### src/rtl/yuv_split_pkg.sv
// Shared definitions for the planar YUV splitter.
// Assumes three planes in fixed order: luma, U, V.
package yuv_split_pkg;

    typedef enum logic [1:0] {
        SUB_FULL = 2'd0,   // keep chroma on every pixel
        SUB_PAIR = 2'd1,   // keep on even columns
        SUB_QUAD = 2'd2,   // keep on even columns of even rows
        SUB_SIXT = 2'd3    // keep at multiples of 4 in both axes
    } sub_mode_e;

    localparam int PLANES  = 3;
    localparam int PLANE_Y = 0;
    localparam int PLANE_U = 1;
    localparam int PLANE_V = 2;

endpackage

### src/rtl/yuv_pos_tracker.sv
// Tracks the column and row position (modulo the largest decimation) of
// each accepted pixel and decides whether its chroma is kept.
// Assumes in_sof marks row 0 col 0 and in_eol marks the last pixel of a line.
module yuv_pos_tracker
    import yuv_split_pkg::*;
#(
    parameter int MAX_DECIM = 4
) (
    input  logic      clk,
    input  logic      rst_n,
    input  logic      beat,
    input  logic      sof,
    input  logic      eol,
    input  sub_mode_e mode,
    output logic      line_first,
    output logic      keep_chroma
);
    localparam int CW = $clog2(MAX_DECIM);

    logic [CW-1:0] col_q, row_q;
    logic [CW-1:0] col_now, row_now;
    logic          start_q;

    // Current position: a field start forces row 0, col 0.
    always_comb begin
        col_now    = sof ? '0 : col_q;
        row_now    = sof ? '0 : row_q;
        line_first = sof | start_q;
    end

    // Chroma keep decision from the position and the selected pattern.
    always_comb begin
        case (mode)
            SUB_FULL: keep_chroma = 1'b1;
            SUB_PAIR: keep_chroma = ~col_now[0];
            SUB_QUAD: keep_chroma = ~col_now[0] & ~row_now[0];
            default:  keep_chroma = (col_now == '0) && (row_now == '0);
        endcase
    end

    // Advance the column on each pixel; wrap to a new row after end of line.
    always_ff @(posedge clk) begin
        if (!rst_n) begin
            col_q   <= '0;
            row_q   <= '0;
            start_q <= 1'b1;
        end else if (beat) begin
            if (eol) begin
                col_q   <= '0;
                row_q   <= row_now + CW'(1);
                start_q <= 1'b1;
            end else begin
                col_q   <= col_now + CW'(1);
                row_q   <= row_now;
                start_q <= 1'b0;
            end
        end
    end

endmodule

### src/rtl/yuv_word_packer.sv
// Packs kept bytes of one plane into words, low lane first.
// The write strobe and word are combinational in the cycle the completing
// byte is accepted. Assumes beat is only high when the FIFO has room.
module yuv_word_packer #(
    parameter int BYTE_W = 8,
    parameter int LANES  = 4
) (
    input  logic                     clk,
    input  logic                     rst_n,
    input  logic                     beat,
    input  logic                     take,
    input  logic                     first,
    input  logic                     last,
    input  logic [$clog2(LANES)-1:0] lane_off,
    input  logic [BYTE_W-1:0]        din,
    output logic                     wr,
    output logic [BYTE_W*LANES-1:0]  word,
    output logic [LANES-1:0]         be
);
    localparam int WORD_W = BYTE_W * LANES;
    localparam int LW     = $clog2(LANES);

    logic [WORD_W-1:0] acc_q, nxt_w;
    logic [LANES-1:0]  be_q, nxt_be;
    logic [LW-1:0]     lane_q, cur_lane;

    // Merge the new byte into the held partial word; a line start discards it.
    always_comb begin
        cur_lane = first ? lane_off : lane_q;
        nxt_w    = first ? '0 : acc_q;
        nxt_be   = first ? '0 : be_q;
        if (take) begin
            nxt_w[cur_lane*BYTE_W +: BYTE_W] = din;
            nxt_be[cur_lane]                 = 1'b1;
        end
        wr   = beat && ((take && (cur_lane == LW'(LANES - 1))) ||
                        (last && (nxt_be != '0)));
        word = nxt_w;
        be   = nxt_be;
    end

    // Hold the partial word; clear it whenever it has been written out.
    always_ff @(posedge clk) begin
        if (!rst_n) begin
            acc_q  <= '0;
            be_q   <= '0;
            lane_q <= '0;
        end else if (beat) begin
            acc_q  <= wr ? '0 : nxt_w;
            be_q   <= wr ? '0 : nxt_be;
            lane_q <= take ? cur_lane + LW'(1) : cur_lane;
        end
    end

endmodule

### src/rtl/yuv_plane_splitter.sv
// Splits full-resolution YUV pixels into three packed planes with chroma
// decimation chosen by mode. Assumes mode and lane offsets only change
// between lines. Input is stalled while any FIFO is full.
module yuv_plane_splitter
    import yuv_split_pkg::*;
#(
    parameter  int BYTE_W    = 8,
    parameter  int LANES     = 4,
    parameter  int MAX_DECIM = 4,
    localparam int LW        = $clog2(LANES),
    localparam int WORD_W    = BYTE_W * LANES
) (
    input  logic              clk,
    input  logic              rst_n,
    input  logic [1:0]        mode,
    input  logic [LW-1:0]     y_lane,
    input  logic [LW-1:0]     u_lane,
    input  logic [LW-1:0]     v_lane,
    input  logic              in_valid,
    output logic              in_ready,
    input  logic [BYTE_W-1:0] in_y,
    input  logic [BYTE_W-1:0] in_u,
    input  logic [BYTE_W-1:0] in_v,
    input  logic              in_sof,
    input  logic              in_eol,
    input  logic              y_full,
    input  logic              u_full,
    input  logic              v_full,
    output logic              y_wr,
    output logic [WORD_W-1:0] y_data,
    output logic [LANES-1:0]  y_be,
    output logic              u_wr,
    output logic [WORD_W-1:0] u_data,
    output logic [LANES-1:0]  u_be,
    output logic              v_wr,
    output logic [WORD_W-1:0] v_data,
    output logic [LANES-1:0]  v_be
);
    logic                beat, line_first, keep_c;
    logic [BYTE_W-1:0]   din_a  [PLANES];
    logic [LW-1:0]       off_a  [PLANES];
    logic                take_a [PLANES];
    logic                wr_a   [PLANES];
    logic [WORD_W-1:0]   word_a [PLANES];
    logic [LANES-1:0]    be_a   [PLANES];

    // Stall the source whenever any destination cannot take a word.
    always_comb begin
        in_ready = ~(y_full | u_full | v_full);
        beat     = in_valid & in_ready;
    end

    yuv_pos_tracker #(.MAX_DECIM(MAX_DECIM)) u_pos (
        .clk        (clk),
        .rst_n      (rst_n),
        .beat       (beat),
        .sof        (in_sof),
        .eol        (in_eol),
        .mode       (sub_mode_e'(mode)),
        .line_first (line_first),
        .keep_chroma(keep_c)
    );

    // Route each plane's byte and offset; luma is taken on every pixel.
    always_comb begin
        din_a[PLANE_Y]  = in_y;
        din_a[PLANE_U]  = in_u;
        din_a[PLANE_V]  = in_v;
        off_a[PLANE_Y]  = y_lane;
        off_a[PLANE_U]  = u_lane;
        off_a[PLANE_V]  = v_lane;
        take_a[PLANE_Y] = beat;
        take_a[PLANE_U] = beat & keep_c;
        take_a[PLANE_V] = beat & keep_c;
    end

    for (genvar p = 0; p < PLANES; p++) begin : g_plane
        yuv_word_packer #(.BYTE_W(BYTE_W), .LANES(LANES)) u_pack (
            .clk     (clk),
            .rst_n   (rst_n),
            .beat    (beat),
            .take    (take_a[p]),
            .first   (line_first),
            .last    (in_eol),
            .lane_off(off_a[p]),
            .din     (din_a[p]),
            .wr      (wr_a[p]),
            .word    (word_a[p]),
            .be      (be_a[p])
        );
    end

    // Expose the per-plane packer outputs on the named ports.
    always_comb begin
        y_wr = wr_a[PLANE_Y]; y_data = word_a[PLANE_Y]; y_be = be_a[PLANE_Y];
        u_wr = wr_a[PLANE_U]; u_data = word_a[PLANE_U]; u_be = be_a[PLANE_U];
        v_wr = wr_a[PLANE_V]; v_data = word_a[PLANE_V]; v_be = be_a[PLANE_V];
    end

endmodule


### config.mk
export PLATFORM = sky130hd
export DESIGN_NAME = yuv_plane_splitter
export DESIGN_NICKNAME = d
export VERILOG_FILES = /design/src/rtl/yuv_split_pkg.sv /design/src/rtl/yuv_pos_tracker.sv /design/src/rtl/yuv_word_packer.sv /design/src/rtl/yuv_plane_splitter.sv
export SDC_FILE = /design/constraint.sdc
export NUM_CORES = 1
export LEC_CHECK = 0
export ABC_AREA = 1
export CAP_MARGIN = 20
export CORE_UTILIZATION = 54
export CTS_CLUSTER_SIZE = 8
export DETAILED_ROUTE_END_ITERATION = 8
export DONT_BUFFER_PORTS = 1
export PLACE_DENSITY = 0.75
export SLEW_MARGIN = 20
export SYNTH_ARGS = -nofsm -noshare
export SYNTH_HDL_FRONTEND = slang
export SYNTH_SLANG_ARGS = --single-unit
### constraint.sdc
create_clock -name clk -period 8.5 [get_ports clk]
set_input_delay 1.7 -clock clk [delete_from_list [all_inputs] [get_ports clk]]
set_output_delay 1.7 -clock clk [all_outputs]
set_load 0.005 [all_outputs]
==> impl_metrics.py <==
metrics = {
    "outcome": {
        "status": "completed",
    },
    "timing": {
        "fmax_ghz": 0.1565,
        "hold_slack_ps": 462.7,
        "finalHoldViolCount": 0,
        "post-route-period-util": 0.7515,
        "fin_setup_tns_ps": 0,
        "max_slew_margin": 0.3441,
        "clock_skew_ps": 9.295,
        "worst_pin_slew_ps": 983.9,
        "drv_slew": 0,
        "period_minus_slack_ps": 6388,
        "grt_setup_unrepaired": "no",
        "finalSetupViolCount": 0,
    },
    "floorplan": {
        "die_area_mm2": 0.01687,
        "rows": 46,
        "start_util": 0.5539,
        "die_y_um": 129.9,
        "die_w_um": 129.9,
        "ios": 152,
        "core_mm2": 0.01594,
    },
    "critical_path": {
        "crit_path_end_kind": "output port",
        "cp_common_cell": "nand2_1",
        "critPathKind": "in2out",
        "crit_slowest_cell": "ha_1",
        "arrival_ps": 4690,
        "crit_chain": "nor2_4 > inv_2 > buf_4 > or2_2 > o21ai_0 > ha_1 > nand4_1 > nand2_1 > nor2_1 > nand2_1 > nand2_2 > nand2_1",
        "slowest_delay_ps": 620,
        "start_kind": "input port",
        "r2r_slack_ps": 4890,
        "critPathRequiredTime_ps": 6800,
        "critPathMaxFanout": 67,
    },
    "finish": {
        "multi_input_area_mm2": 0.005329,
        "final-seq-area_mm2": 0.002382,
        "drive_above_1_share": 0.05870,
        "design_area_mm2": 0.009190,
        "antenna_cells": 0,
        "area.growth.synth_to_final_pct": 4.066,
        "nNetsFinal": 1466,
        "fill_cells": 1615,
    },
    "detailed_routing": {
        "highest_layer": "met5",
        "wl_met2_mm": 11.31,
        "ant_nets": 0,
        "wire_per_inst_um": 15.07,
        "finalWirelength_mm": 24.57,
        "drt-met1-wl_mm": 10.74,
        "first_pass_iters": 5,
        "wl_met3_mm": 2.129,
        "drt_iter0_markers": 834,
        "drc": 0,
        "vias_per_cell": 5.558,
        "dr_total_vias": 9060,
    },
    "logic_synthesis": {
        "yosysSeqAreaShare": 0.2698,
        "synth_area_mm2": 0.008831,
        "yosys.cell_count.top_type": "nand2_1",
        "synth_commonest_cells": "nand2_1, a21oi_1, nand3_1, inv_1, dfxtp_1",
        "syn_avg_cell_area_um2": 5.935,
        "syn_inst": 1488,
        "syn-num-nets": 1553,
        "yosys.area.top_type": "dfxtp_1",
        "synth-seq-cells": 119,
        "yosysUniqueCellTypes": 30,
        "yosys_warnings": 0,
        "synth_edf_count": 0,
        "synth_top_flop_cell": "dfxtp_1",
        "synth_top_area_share": 0.2698,
        "async_flop_share": 0,
        "ys_top_cells_by_area": "dfxtp_1, nand2_1, a21oi_1",
    },
    "place": {
        "hpwl_mm": 15.42,
        "gp_congestion": 0.8681,
        "place_area_mm2": 0.008605,
        "io_buffers": 0,
    },
    "cts": {
        "path_clk_slew_ps": 50,
        "clk_path_buf_depth": 2,
        "cts_buffers": 17,
        "ctsHtreeMaxLevel": 4,
        "ctsResizeCount": 0,
        "cts_tree": "built",
        "clk_latency_ps": 420,
        "cts_num_sinks": 119,
        "cts_setup_buffers": 0,
        "cts_root_buffer": "clkbuf_16",
        "cts_hold_buf": 0,
    },
    "global_route": {
        "antenna_found_initial": 1,
        "grt_util_all_layers": 0.2893,
        "grt_pass1_vias": 7791,
        "grt_overflow": 0,
        "grt_first_pass_wirelength_mm": 39.25,
        "grt_max_degree": 96,
    },
    "hold_path": {
        "hold_path.class": "reg2reg",
    },
    "power_and_ir_drop": {
        "ir_drop_v": 0.0001345,
        "power_density_mw_per_mm2": 154.7,
        "p_leak_uw": 0.003769,
    },
    "job": {
        "timing.max_cap.violations": 0,
    },
}
state kept, by name (all words and copies together) (netlist names):
| name | flops |
|---|---|
| u_pos.row_q | 2 |
| u_pos.col_q | 2 |
| g_plane.u_pack.be_q | 12 |
| g_plane.u_pack.lane_q | 6 |
| g_plane.u_pack.acc_q | 96 |
| u_pos.start_q | 1 |
area by class of cell:
class	count	area share
Clock buffer	23	0.05310
Multi-Input combinational cell	1110	0.5799
Clock inverter	9	0.01062
Inverter	144	0.05909
Timing Repair Buffer	9	0.008713
Tap cell	216	0.02941
Sequential cell	119	0.2592
critical path: cells and delay by family:
family | cells | cell delay [ps]
AND/OR/NAND/NOR | 8 | 1680
AO/OA/AOI/OAI | 1 | 240
buffers and inverters | 2 | 370
adder cells (fa/ha/maj) | 1 | 620
path summary, 6_finish.rpt:
check,from,endpoint,cells after the start
setup / recovery,in_sof,v_wr,12
hold / removal,g_plane[1].u_pack.acc_q[14]$_SDFFE_PN0N_,g_plane[1].u_pack.acc_q[14]$_SDFFE_PN0N_,2
setup reg to reg,u_pos.start_q$_SDFFE_PN1N_,g_plane[1].u_pack.acc_q[8]$_SDFFE_PN0N_,13
hold reg to reg,g_plane[1].u_pack.acc_q[14]$_SDFFE_PN0N_,g_plane[1].u_pack.acc_q[14]$_SDFFE_PN0N_,2
power breakdown:
| part | total, µW | switching [µW] | internal, µW |
|---|---|---|---|
| Combinational | 130 | 104 | 26.4 |
| Sequential | 569 | 3.63 | 566 |
| Clock | 722 | 263 | 459 |
per-layer routing:
metal | vias to the layer above | global-route usage
met3 | 33 | 0.08610
met2 | 281 | 0.4564
met5 | - | 0
li1 | 4687 | -
met4 | 2 | 0.08687
met1 | 4057 | 0.3800
cell families (layout without fill, tap and decap cells):
kind of cell | count (synthesis) | in the layout | share of synthesized area
and+or+nand+nor | 810 | 810 | 0.3977
AOI/OAI and AO/OA | 275 | 275 | 0.1697
buffers and inverters | 259 | 185 | 0.1274
DFF | 119 | 119 | 0.2698
adders and majority gates | 25 | 25 | 0.03542
metrics by stage:
stage | worst slack [ps] | util | cells | power, µW
2_1_floorplan | 3020 | - | 1488 | 686.5
4_1_cts | 2137 | 0.5764 | 1630 | 1430
5_1_grt | 1756 | 0.5764 | 1630 | 1475
3_3_place_gp | 2201 | 0.5385 | 1597 | 706.5
3_5_place_dp | 2130 | 0.5397 | 1598 | 708.5
6_report | 2112 | 0.5764 | 1630 | 1421
cells in the final DEF (no fill, tap or decap), drive strengths merged:
cell type    n
nand3      151
a211oi       1
a221oi       2
o31ai       18
bufinv       2
a21oi      188
inv        144
dfxtp      119
nor2       110
clkinvlp     1
nand4       72
nand2      474
or2          2
ha          25
o21ai       64
a22o         2
buf          9
clkbuf      23
clkinv       6
nor3         1
(Power assumes the default switching activity.)
